==> config.mk <==
export PLATFORM = sky130hd
export DESIGN_NAME = spec_rob
export DESIGN_NICKNAME = d
export VERILOG_FILES = /design/src/rtl/spec_rob_pkg.sv /design/src/rtl/spec_rob_ctrl.sv /design/src/rtl/spec_rob_dpath.sv /design/src/rtl/spec_rob.sv
export SDC_FILE = /design/constraint.sdc
export NUM_CORES = 1
export LEC_CHECK = 0
export BUFFER_PORTS_ARGS = -buffer_cell sky130_fd_sc_hd__buf_2
export CAP_MARGIN = 40
export CORE_ASPECT_RATIO = 0.8
export CORE_MARGIN = 2
export CORE_UTILIZATION = 25
export CTS_CLUSTER_SIZE = 40
export DETAILED_ROUTE_END_ITERATION = 16
export PLACE_DENSITY = 0.38
export SYNTH_ARGS = -nofsm -noshare
export SYNTH_HDL_FRONTEND = slang
export SYNTH_HIERARCHICAL = 1
export SYNTH_SLANG_ARGS = --single-unit
==> constraint.sdc <==
create_clock -name clk -period 4.1 [get_ports clk]
set_clock_uncertainty 0.2 [all_clocks]
set_input_delay 0.205 -clock clk [delete_from_list [all_inputs] [get_ports clk]]
set_output_delay 0.205 -clock clk [all_outputs]
set_load 0.1 [all_outputs]
==> src/rtl/spec_rob_pkg.sv <==
package spec_rob_pkg;
  parameter int ROB_DEPTH = 8;
  parameter int DISP_W    = 2;
  parameter int CMPL_W    = 2;
  parameter int RTAG_W    = 5;
  parameter int BMASK_W   = 4;

  localparam int IDX_W = $clog2(ROB_DEPTH);
  localparam int PTR_W = IDX_W + 1;

  typedef logic [IDX_W-1:0] robIdx_t;
  typedef logic [PTR_W-1:0] robPtr_t;

  typedef enum logic [1:0] {
    ST_WAIT = 2'd0,
    ST_EXEC = 2'd1,
    ST_DONE = 2'd2
  } robStat_e;

  // strobes from control to the entry storage
  typedef struct packed {
    logic [DISP_W-1:0]          allocWe;
    robIdx_t [DISP_W-1:0]       allocPos;
    logic [CMPL_W-1:0]          retWe;
    robIdx_t [CMPL_W-1:0]       retPos;
  } robStrobe_t;
endpackage

==> src/rtl/spec_rob_ctrl.sv <==
module spec_rob_ctrl
  import spec_rob_pkg::*;
(
  input  logic                    clk,
  input  logic                    rstN,
  input  logic [DISP_W-1:0]       allocValid,
  input  logic [ROB_DEPTH-1:0]    retireOk,
  output logic                    allocReady,
  output logic [DISP_W*IDX_W-1:0] allocIdx,
  output robStrobe_t              strobe
);
  robPtr_t headQ, tailQ;
  robPtr_t used, freeCnt, reqCnt, retCnt;
  logic    chain;
  robIdx_t pos;

  // wrap bit on each pointer makes full and empty distinct
  assign used    = tailQ - headQ;
  assign freeCnt = PTR_W'(ROB_DEPTH) - used;

  always_comb begin
    reqCnt = '0;
    for (int k = 0; k < DISP_W; k++) begin
      strobe.allocPos[k] = tailQ[IDX_W-1:0] + reqCnt[IDX_W-1:0];
      allocIdx[k*IDX_W +: IDX_W] = strobe.allocPos[k];
      if (allocValid[k]) reqCnt = reqCnt + 1'b1;
    end
    allocReady = (freeCnt >= reqCnt);
    for (int k = 0; k < DISP_W; k++)
      strobe.allocWe[k] = allocValid[k] & allocReady;
  end

  always_comb begin
    chain  = 1'b1;
    retCnt = '0;
    for (int k = 0; k < CMPL_W; k++) begin
      pos   = headQ[IDX_W-1:0] + IDX_W'(k);
      chain = chain && (PTR_W'(k) < used) && retireOk[pos];
      strobe.retWe[k]  = chain;
      strobe.retPos[k] = pos;
      if (chain) retCnt = retCnt + 1'b1;
    end
  end

  always_ff @(posedge clk or negedge rstN) begin
    if (!rstN) begin
      headQ <= '0;
      tailQ <= '0;
    end else begin
      headQ <= headQ + retCnt;
      tailQ <= tailQ + (allocReady ? reqCnt : '0);
    end
  end

  p_no_overflow_r10: assert property (@(posedge clk) disable iff (!rstN)
    used <= PTR_W'(ROB_DEPTH));

  p_stall_hold_r3: assert property (@(posedge clk) disable iff (!rstN)
    (allocValid != '0 && !allocReady) |=> tailQ == $past(tailQ));

  p_no_underflow_r6: assert property (@(posedge clk) disable iff (!rstN)
    strobe.retWe[0] |-> used != '0);
endmodule

==> src/rtl/spec_rob_dpath.sv <==
module spec_rob_dpath
  import spec_rob_pkg::*;
(
  input  logic                      clk,
  input  logic                      rstN,
  input  robStrobe_t                strobe,
  input  logic [DISP_W*RTAG_W-1:0]  allocTag,
  input  logic [DISP_W*BMASK_W-1:0] allocMask,
  input  logic                      issueValid,
  input  robIdx_t                   issueIdx,
  input  logic                      finishValid,
  input  robIdx_t                   finishIdx,
  input  logic                      brValid,
  input  logic [BMASK_W-1:0]        brMask,
  input  logic                      brMispredict,
  output logic [ROB_DEPTH-1:0]      retireOk,
  output logic [CMPL_W*RTAG_W-1:0]  retTag,
  output logic [CMPL_W-1:0]         retWrite
);
  robStat_e           statQ [ROB_DEPTH];
  logic               badQ  [ROB_DEPTH];
  logic [BMASK_W-1:0] maskQ [ROB_DEPTH];
  logic [RTAG_W-1:0]  tagQ  [ROB_DEPTH];

  robStat_e           statN [ROB_DEPTH];
  logic               badN  [ROB_DEPTH];
  logic [BMASK_W-1:0] maskN [ROB_DEPTH];
  logic [RTAG_W-1:0]  tagN  [ROB_DEPTH];
  logic [ROB_DEPTH-1:0] allocHit;
  logic [BMASK_W-1:0]   maskOr;

  always_comb begin
    maskOr = '0;
    for (int e = 0; e < ROB_DEPTH; e++) begin
      statN[e] = statQ[e];
      badN[e]  = badQ[e];
      maskN[e] = maskQ[e];
      tagN[e]  = tagQ[e];
      allocHit[e] = 1'b0;
      for (int k = 0; k < DISP_W; k++) begin
        if (strobe.allocWe[k] && strobe.allocPos[k] == robIdx_t'(e)) begin
          allocHit[e] = 1'b1;
          statN[e] = ST_WAIT;
          badN[e]  = 1'b0;
          maskN[e] = allocMask[k*BMASK_W +: BMASK_W];
          tagN[e]  = allocTag[k*RTAG_W +: RTAG_W];
        end
      end
      if (!allocHit[e]) begin
        if (issueValid && issueIdx == robIdx_t'(e) && statQ[e] == ST_WAIT)
          statN[e] = ST_EXEC;
        if (finishValid && finishIdx == robIdx_t'(e))
          statN[e] = ST_DONE;
      end
      // resolution also covers entries written this cycle
      if (brValid) begin
        if (brMispredict && |(maskN[e] & brMask)) badN[e] = 1'b1;
        maskN[e] = maskN[e] & ~brMask;
      end
      retireOk[e] = badQ[e] | (statQ[e] == ST_DONE && maskQ[e] == '0);
      maskOr = maskOr | maskQ[e];
    end
  end

  always_ff @(posedge clk or negedge rstN) begin
    if (!rstN) begin
      for (int e = 0; e < ROB_DEPTH; e++) begin
        statQ[e] <= ST_WAIT;
        badQ[e]  <= 1'b0;
        maskQ[e] <= '0;
        tagQ[e]  <= '0;
      end
    end else begin
      for (int e = 0; e < ROB_DEPTH; e++) begin
        statQ[e] <= statN[e];
        badQ[e]  <= badN[e];
        maskQ[e] <= maskN[e];
        tagQ[e]  <= tagN[e];
      end
    end
  end

  always_comb begin
    for (int k = 0; k < CMPL_W; k++) begin
      retTag[k*RTAG_W +: RTAG_W] = tagQ[strobe.retPos[k]];
      retWrite[k] = strobe.retWe[k] & ~badQ[strobe.retPos[k]];
    end
  end

  p_clear_on_resolve_r7: assert property (@(posedge clk) disable iff (!rstN)
    brValid |=> (maskOr & $past(brMask)) == '0);

  for (genvar e = 0; e < ROB_DEPTH; e++) begin : g_entryChk
    p_sticky_squash_r8: assert property (@(posedge clk) disable iff (!rstN)
      (badQ[e] && !allocHit[e]) |=> badQ[e]);
    p_sticky_done_r4: assert property (@(posedge clk) disable iff (!rstN)
      (statQ[e] == ST_DONE && !allocHit[e]) |=> statQ[e] == ST_DONE);
  end
endmodule

==> src/rtl/spec_rob.sv <==
module spec_rob
  import spec_rob_pkg::*;
(
  input  logic                      clk,
  input  logic                      rstN,
  input  logic [DISP_W-1:0]         allocValid,
  input  logic [DISP_W*RTAG_W-1:0]  allocTag,
  input  logic [DISP_W*BMASK_W-1:0] allocMask,
  output logic                      allocReady,
  output logic [DISP_W*IDX_W-1:0]   allocIdx,
  input  logic                      issueValid,
  input  logic [IDX_W-1:0]          issueIdx,
  input  logic                      finishValid,
  input  logic [IDX_W-1:0]          finishIdx,
  input  logic                      brValid,
  input  logic [BMASK_W-1:0]        brMask,
  input  logic                      brMispredict,
  output logic [CMPL_W-1:0]         retValid,
  output logic [CMPL_W*RTAG_W-1:0]  retTag,
  output logic [CMPL_W-1:0]         retWrite
);
  robStrobe_t           strobe;
  logic [ROB_DEPTH-1:0] retireOk;

  spec_rob_ctrl u_ctrl (
    .clk        (clk),
    .rstN       (rstN),
    .allocValid (allocValid),
    .retireOk   (retireOk),
    .allocReady (allocReady),
    .allocIdx   (allocIdx),
    .strobe     (strobe)
  );

  spec_rob_dpath u_dpath (
    .clk          (clk),
    .rstN         (rstN),
    .strobe       (strobe),
    .allocTag     (allocTag),
    .allocMask    (allocMask),
    .issueValid   (issueValid),
    .issueIdx     (issueIdx),
    .finishValid  (finishValid),
    .finishIdx    (finishIdx),
    .brValid      (brValid),
    .brMask       (brMask),
    .brMispredict (brMispredict),
    .retireOk     (retireOk),
    .retTag       (retTag),
    .retWrite     (retWrite)
  );

  assign retValid = strobe.retWe;
endmodule

==> results.tsv, run 1 <==
metric	value	unit
grt_use_total	0.173	
synth-xor-area-share	0.0173	
worstPathRequired	4.12	ns
netlist.area_leader.share	0.379	
hold_end	u_dpath/statQ[6]	
dp_hpwl	18200	um
cpPeakStageDelay	0.49	ns
die_w	189	um
timing.hold.ws	0.0162	ns
finalSetupViolCount	0	
cpMostUsedCell	ha_1	
fin_crit_sh	0.943	
hp-class	in2reg	
wl_per_cell	22.4	um
grt_pass1_wl	36900	um
nFillCells	2893	
finalHoldViolCount	0	
layout-drive-gt1-share	0.248	
maxSlewHeadroom	0.587	
synth_cells	691	
wl	25100	um
cts_tree	built	
reg2reg_from	u_ctrl/tailQ[0]	
dieArea	28800	um2
cp_cell_sequence	inv_1 > ha_1 > fa_1 > ha_1 > ha_1 > a211oi_2 > a21boi_0 > buf_4 > and4bb_1 > mux2i_1 > a21oi_1 > nor4_1 > o2bb2ai_1	
preCtsSetupSlack	0.0630	ns
finalMaxSlewViolations	0	
place_congestion	0.843	
fp.coreArea	27200	um2
fmax	0.259	GHz
synth_top_cell_by_area	dfrtp_1	
ys_ff_latch	104	
rrSetupSlack	0.24	ns
synth_fp_nets	745	
row_count	54	
cts.sinks	104	
synth_top_family_by_area	multiplexers	
dpl.cell_count	1090	
grt_overflow	0	
fin_nets	806	
reg2regPathDepth	13	
reg2reg_to	u_dpath/badQ[6]	
final_cell_count_no_fill	1121	
port_buffers	56	
endpoint_kind	flip-flop	
clock_latency	0.36	ns
yosys_warnings	6	
n_antenna_cell	0	
synth_edf_count	0	
timing_worst_setup_path_type	reg2reg	
worst_pin_slew	0.620	ns
path_max_fanout	8	
syn2layout_area_growth	19.3	%
worst_slack	0.236	ns
synth_common_cells	dfrtp_1, nor2_1, a21oi_1, mux2i_1, a211oi_1	
syn-cell-area	6870	um2
yosysMostFrequentCell	dfrtp_1	
grt_start_max_net_pins	58	
start_util	0.253	
fp.dieH	152	um
via_per_inst	5.14	
antenna_left	0	
arrival	3.88	ns
fin_crit	3.86	ns
pin_count	57	
first_pass_iters	5	
post-route-util	0.302	
ys_seq_area_frac	0.379	
synth.avg_cell_area	9.94	um2
synth_compound_area_frac	0.150	
min_from	issueIdx[0]	
cap_violations	0	
clock_path_buffers	2	
antenna_found_initial	0	
synth_cell_types	56	
crit_path_start_kind	flip-flop	
clkTransAtPathRegs	0.08	ns
synth_area_leaders	dfrtp_1, mux2i_1, mux4_2, a21oi_1, nor2_1	
async_flop_share	1.00	
cp_slowest_cell	fa_1	
synth_ff_type	dfrtp_1	
synthAdderAreaFrac	0.0361	
synthMuxAreaShare	0.218	
grt_pass1_vias	5592	
cts-htree-levels	3	
status	completed	
cts_buffers	9	
min_path_cells	3	
synth-simple-area-share	0.135	
drtIter0Drc	567	
vias	5763	
drc	0	
root_buffer	clkbuf_16	
[stage by stage]
stage,TNS (ns),instance area (um2)
2_1_floorplan,0,6870
3_3_place_gp,0,7660
3_5_place_dp,0,7690
4_1_cts,0,8100
5_1_grt,-0.00852,8190
6_report,0,8190
[flip-flops by register name, indices dropped and copies added, names as in the netlist]
name / cells
u_ctrl/headQ: 4
u_dpath/maskQ: 32
u_dpath/tagQ: 40
u_ctrl/tailQ: 4
u_dpath/badQ: 8
u_dpath/statQ: 16
[worst max path at each step]
stage                         start  depth (start not counted)               to  slack, ns
floorplan           u_ctrl/tailQ[0]                         10  u_dpath/badQ[0]       0.21
global placement    u_ctrl/tailQ[0]                         13  u_dpath/badQ[3]       0.11
detailed placement  u_ctrl/tailQ[0]                         13  u_dpath/badQ[3]       0.06
CTS                 u_ctrl/tailQ[0]                         13  u_dpath/badQ[3]      0.005
global route        u_ctrl/tailQ[0]                         14  u_dpath/badQ[0]     -0.009
finish              u_ctrl/tailQ[0]                         13  u_dpath/badQ[6]       0.24
[logic make-up (layout without fill, tap and decap cells)]
| logic type | Yosys count | after routing |
|---|---|---|
| xor gates and xnor gates | 11 | 11 |
| adders and majority gates | 18 | 18 |
| muxes | 115 | 115 |
| buffers and inverters | 91 | 157 |
| AOI/OAI and AO/OA | 170 | 170 |
| DFF | 104 | 104 |
| and+or+nand+nor | 182 | 182 |
[timing repair]
action                                 in CTS  in global routing
setup endpoints to repair                   0                  6
hold buffers                                8                  0
gates resized for setup                     0                  8
endpoints found under the hold margin      90                  0
setup buffers                               0                  7
[placed cells by master (no fill, tap or decap), drive strengths merged, types with 13 or more instances in the layout]
cell type / netlist / layout
nand2: 14 / 14
inv: 18 / 19
dfrtp: 104 / 104
ha: 15 / 15
o21ai: 30 / 30
nor2: 91 / 91
mux2i: 76 / 76
nor3: 13 / 13
mux2: 13 / 13
mux4: 26 / 26
buf: 46 / 115
nor4: 17 / 17
a211oi: 29 / 29
a21oi: 80 / 80
[routing by layer]
| metal | track usage | share of wire | vias up | wire, um |
|---|---|---|---|---|
| met4 | 0.0365 | 0.012 | 0 | 291 |
| met3 | 0.0375 | 0.063 | 21 | 1580 |
| met1 | 0.259 | 0.49 | 2921 | 12400 |
| met2 | 0.254 | 0.43 | 183 | 10800 |
| li1 | - | - | 2638 | - |
| met5 | 0 | 0 | - | 0 |
[layout make-up]
type | instances | area, um2 | area share
clock inverters | 4 | 73.8 | 0.00901
inverters | 18 | 67.6 | 0.00825
multi-input cells | 496 | 3880 | 0.473
well taps | 364 | 455 | 0.0556
flip-flops and latches | 104 | 2600 | 0.318
clock buffers | 12 | 256 | 0.0313
repair buffers | 123 | 856 | 0.105
[critical path: cells and delay by family (launching register included)]
| kind | cells | cell delay [ns] |
|---|---|---|
| DFF | 1 | 0.35 |
| AOI/OAI and AO/OA | 4 | 0.44 |
| muxes | 1 | 0.29 |
| and+or+nand+nor | 2 | 0.93 |
| adders and majority gates | 4 | 1.29 |
| buffers and inverters | 2 | 0.23 |
Power of run 1 is not shown: default switching activity piles up to over one toggle a cycle in this logic, so the estimate is an artifact.
==> inputs of run 2 (changes only) <==
--- a/config.mk
+++ b/config.mk
@@ -5,6 +5,7 @@
 export SDC_FILE = /design/constraint.sdc
 export NUM_CORES = 1
 export LEC_CHECK = 0
+export ABC_AREA = 1
 export BUFFER_PORTS_ARGS = -buffer_cell sky130_fd_sc_hd__buf_2
 export CAP_MARGIN = 40
 export CORE_ASPECT_RATIO = 0.8
==> results.tsv, run 2 <==
metric	value	unit	change
synth_cell_types	34		-39%
finalHoldViolCount	0		unchanged
ys_seq_area_frac	0.377		-0.00165
cpPeakStageDelay	0.49	ns	about the same
fin_crit	3.82	ns	-0.0488 ns
clock_path_buffers	2		unchanged
fp.coreArea	27200	um2	+0.25%
cpMostUsedCell	inv_1		
yosys_warnings	6		unchanged
cts-htree-levels	3		unchanged
synth_fp_nets	1070		+44%
synth_top_cell_by_area	dfrtp_1		
yosysMostFrequentCell	nand2_1		
arrival	3.86	ns	-0.02 ns
dieArea	28900	um2	+0.42%
async_flop_share	1.00		unchanged
synth_common_cells	nand2_1, o21ai_0, nand3_1, dfrtp_1, inv_1		
wl_per_cell	18.9	um	-16%
drtIter0Drc	514		-9.3%
cp_top_family	adder cells		
antenna_found_initial	0		unchanged
fp.dieH	153	um	+0.21%
place_congestion	0.818		-3.0%
synth_area_leaders	dfrtp_1, nand2_1, o21ai_0, nand3_1, inv_1		
synth_edf_count	0		unchanged
cts_buffers	9		unchanged
synth_ff_type	dfrtp_1		
cap_violations	0		unchanged
vias	6965		+21%
final_cell_mix	nand2_1, o21ai_0, nand3_1		
drc	0		unchanged
grt_pass1_vias	6478		+16%
regMostFlops	u_dpath/tagQ		
worst_pin_slew	0.708	ns	+0.0875 ns
via_per_inst	4.86		-5.4%
crit_path_start_kind	flip-flop		
post-route-util	0.292		-0.00971
dp_hpwl	20100	um	+10%
fin_crit_sh	0.931		-0.0119
cts_tree	built		
endpoint_kind	flip-flop		
layout-drive-gt1-share	0.111		-0.138
syn-cell-area	6900	um2	+0.44%
root_buffer	clkbuf_16		
grt_pass1_wl	41100	um	+11%
synth_cells	1016		+47%
finalMaxSlewViolations	0		unchanged
wl	27000	um	+7.9%
worstPathRequired	4.14	ns	+0.02 ns
clock_latency	0.36	ns	about the same
netlist.area_leader.share	0.377		-0.00165
antenna_left	0		unchanged
fmax	0.262	GHz	+1.3%
path_buf_inv	6		+4
port_buffers	56		unchanged
row_count	54		unchanged
fin_nets	1115		+38%
timing_worst_setup_path_type	reg2reg		
timing.hold.ws	0.0310	ns	+0.0149 ns
final_common_cell	nand2_1		
fin_tns_setup	0	ns	unchanged
cp_slowest_cell	fa_1		
grt_start_max_net_pins	47		-19%
hp-class	in2reg		
largest_reg_flops	40		unchanged
die_w	190	um	+0.21%
first_pass_iters	5		unchanged
grt_use_total	0.190		+0.0176
cts.sinks	104		unchanged
ys_ff_latch	104		unchanged
start_util	0.253		+0.000475
cp_cell_sequence	inv_1 > ha_1 > fa_1 > ha_1 > ha_1 > o21ai_0 > nand2_1 > a21oi_1 > nand3_2 > buf_4 > nand2_1 > inv_1 > nand2_1 > inv_1 > nand2_1 > inv_1 > nor2_1 > inv_1 > a2111oi_0		
finalSetupViolCount	0		unchanged
synth.avg_cell_area	6.79	um2	-32%
path_max_fanout	9		+1
largest_registers	u_dpath/tagQ: 40 flops, u_dpath/maskQ: 32 flops, u_dpath/statQ: 16 flops		
status	completed		
maxSlewHeadroom	0.528		-0.0583
clkTransAtPathRegs	0.09	ns	about the same
syn2layout_area_growth	15.2	%	
pin_count	57		unchanged
grt_overflow	0		unchanged
==> run 2: cell count changes in the layout (fill, tap and decap cells not counted), moves of 13 or more <==
cell and delta:
a211oi_1 -28, a21oi_1 -19, a31oi_1 +15, buf_4 -33
inv_1 +81, mux2_2 -13, mux2i_1 -76, mux4_2 -24
nand2_1 +235, nand3_1 +113, o21ai_0 +120
==> run 2: final timing paths <==
check | start | endpoint | slack, ns | cells past startpoint
max in group asynchronous | rstN | u_dpath/tagQ[18] | 2.53 | 3
min in group asynchronous | rstN | u_ctrl/tailQ[3] | 0.25 | 2
worst max register to register | u_ctrl/tailQ[0] | u_dpath/statQ[2] | 0.28 | 19
worst max-delay path | u_ctrl/tailQ[0] | u_dpath/statQ[2] | 0.28 | 19
worst min register to register | u_dpath/statQ[7] | u_dpath/statQ[6] | 0.31 | 1
worst min-delay path | issueIdx[1] | u_dpath/statQ[8] | 0.03 | 3
==> run 2: kinds of logic after synthesis <==
family	after synthesis	synth area share
AOI/OAI and AO/OA	239	0.181
adders and majority gates	18	0.0359
buffers and inverters	159	0.0983
DFF	104	0.377
xor gates and xnor gates	6	0.00871
and+or+nand+nor	490	0.299
==> run 2: worst min-delay path, stage by stage <==
cell	delay, ns
buf_2	0.13
a31oi_1	0.17
nor4_1	0.05
==> run 2: stage by stage <==
stage	instances	cell area, um2	setup WS, ns
global placement	1405	7540	0.0882
finish	1432	7950	0.285
CTS	1427	7890	0.0678
floorplan	1016	6900	0.117
detailed placement	1405	7540	-0.00213
global route	1430	7940	-0.00542
==> run 2: metal layers <==
metal	global-route usage	wire, um	up-vias
met5	0	0	-
met4	0.0343	261	0
met3	0.0339	1450	16
met2	0.261	10700	168
met1	0.307	14600	3347
li1	-	-	3434
==> run 2: final cells by class <==
cell class	instances	area, um2
multi-input cells	753	3640
fillers	3023	19300
clock buffers	9	225
well taps	364	455
flip-flops and latches	104	2600
diodes	2	5.00
clock inverters	7	62.6
inverters	106	404
repair buffers	87	546
==> run 2: what timing repair did <==
action                                  in CTS  in global routing
resized for setup                            1                  6
endpoints found under the setup margin       6                  6
setup buffers                                0                  3
gates cloned                                 0                  0
hold endpoints to repair                    49                  0
hold buffers                                 6                  0
Power of run 2 is left out for the same reason.
==> inputs of run 3 (changes only) <==
--- a/config.mk
+++ b/config.mk
@@ -6,7 +6,7 @@
 export NUM_CORES = 1
 export LEC_CHECK = 0
 export ABC_AREA = 1
-export BUFFER_PORTS_ARGS = -buffer_cell sky130_fd_sc_hd__buf_2
+export BUFFER_PORTS_ARGS = -buffer_cell sky130_fd_sc_hd__clkbuf_2
 export CAP_MARGIN = 40
 export CORE_ASPECT_RATIO = 0.8
 export CORE_MARGIN = 2
==> results.tsv, run 3 (synthesis gave the netlist of run 2 again) <==
metric	value	unit	change
fin_crit_sh	0.917		-0.0139
fin_crit	3.76	ns	-0.0569 ns
finalSetupViolCount	0		unchanged
crit_path_start_kind	flip-flop		
antenna_left	0		unchanged
drtIter0Drc	654		+27%
die_w	190	um	unchanged
timing_worst_setup_path_type	reg2out		
wl	27100	um	+0.19%
regMostFlops	u_dpath/tagQ		
largest_reg_flops	40		unchanged
grt_use_total	0.193		+0.00258
fin_tns_setup	0	ns	unchanged
clock_path_buffers	2		unchanged
syn2layout_area_growth	15.9	%	
via_per_inst	4.84		-0.57%
min_from	issueIdx[0]		
start_util	0.253		unchanged
cts-htree-levels	3		unchanged
grt_start_max_net_pins	42		-11%
vias	6911		-0.78%
worstPathRequired	3.69	ns	-0.45 ns
grt_overflow	0		unchanged
final_cell_mix	nand2_1, o21ai_0, nand3_1		
cts_tree	built		
first_pass_iters	5		unchanged
drc	0		unchanged
status	completed		
multiInputGateArea	3650	um2	+0.24%
pin_count	57		unchanged
fin_nets	1114		-0.090%
clkTransAtPathRegs	0.07	ns	-0.02 ns
port_buffers	56		unchanged
final_common_cell	nand2_1		
endpoint_kind	output pin		
dieArea	28900	um2	unchanged
cts_buffers	9		unchanged
finalHoldViolCount	0		unchanged
cap_violations	0		unchanged
maxSlewHeadroom	0.540		+0.0123
root_buffer	clkbuf_16		
n_antenna_cell	0		-2
place_congestion	0.839		+2.5%
reg2reg_from	u_ctrl/tailQ[0]		
arrival	3.35	ns	-0.51 ns
antenna_found_initial	1		+1
grt_pass1_vias	6501		+0.36%
startpoint	u_ctrl/headQ[0]		
finalMaxSlewViolations	0		unchanged
fp.dieH	153	um	unchanged
grt_setup_unrepaired	false		
worst_pin_slew	0.683	ns	-0.0247 ns
path_max_fanout	38		+29
hp-class	in2reg		
grt_pass1_wl	41900	um	+1.9%
clock_latency	0.36	ns	about the same
fmax	0.266	GHz	+1.5%
wl_per_cell	19.0	um	+0.40%
fp.coreArea	27200	um2	unchanged
cts.sinks	104		unchanged
seq_area	2600	um2	unchanged
layout-drive-gt1-share	0.111		about the same
dp_hpwl	20300	um	+1.1%
row_count	54		unchanged
nFillCells	3012		-0.36%
largest_registers	u_dpath/tagQ: 40 flops, u_dpath/maskQ: 32 flops, u_dpath/statQ: 16 flops		
run 3: cell types whose count changed in the layout (fill, tap and decap cells not counted), sizes merged:
cell      before  now
clkinv         3    5
diode          2    0
buf           81   27
clkinvlp       4    1
inv          106  103
bufinv         0    1
clkbuf         9   65
run 3: worst max-delay path, stage by stage (launching register included):
cell and delay (ns):
dfrtp_1 0.39, buf_4 0.26, ha_1 0.73, inv_1 0.39
a21oi_1 0.21, o21ai_0 0.10, nand2_1 0.09, nor2_1 0.04
a31oi_1 0.25, clkbuf_2 0.51
run 3: path summary, 6_finish.rpt:
check | end | cells past startpoint | slack (ns)
setup / recovery | retTag[5] | 9 | 0.34
hold / removal | u_dpath/statQ[8] | 3 | 0.04
setup reg to reg | u_dpath/badQ[2] | 20 | 0.35
hold reg to reg | u_ctrl/headQ[3] | 1 | 0.30
max in group asynchronous | u_dpath/tagQ[9] | 4 | 2.72
min in group asynchronous | u_dpath/statQ[5] | 2 | 0.14
run 3: repair_timing:
item                       4_1_cts  5_1_grt
hold buffers                     6        0
buffers inserted                 0        2
hold endpoints to repair        70        0
gates resized for setup          1       11
setup endpoints to repair        6       18
pin swaps                        0        0
run 3: layout make-up:
class | count | area share
clock buffers | 12 | 0.0308
clock inverters | 4 | 0.00658
inverters | 106 | 0.0506
multi-input cells | 753 | 0.457
flip-flops and latches | 104 | 0.326
well taps | 364 | 0.0570
repair buffers | 86 | 0.0722
run 3: metal layers:
layer / vias up / part of all wire / global-route usage
li1: 3426 / - / -
met1: 3277 / 0.56 / 0.322
met2: 195 / 0.38 / 0.257
met3: 13 / 0.050 / 0.0246
met4: 0 / 0.0073 / 0.0358
met5: - / 0 / 0
run 3: per-stage QoR:
| step | setup slack, ns | cell area [um2] | instances | hold WS [ns] | utilization |
|---|---|---|---|---|---|
| finish | 0.341 | 7990 | 1429 | 0.0363 | 0.293 |
| global route | 0.00512 | 7990 | 1429 | 0.0368 | 0.293 |
| CTS | 0.0881 | 7940 | 1427 | 0.0203 | 0.292 |
| detailed placement | -0.0189 | 7580 | 1405 | -0.0284 | 0.278 |
| global placement | 0.0745 | 7550 | 1404 | 0.238 | 0.277 |
| floorplan | 0.117 | 6900 | 1016 | -0.291 | - |
Power of run 3 is left out for the same reason.
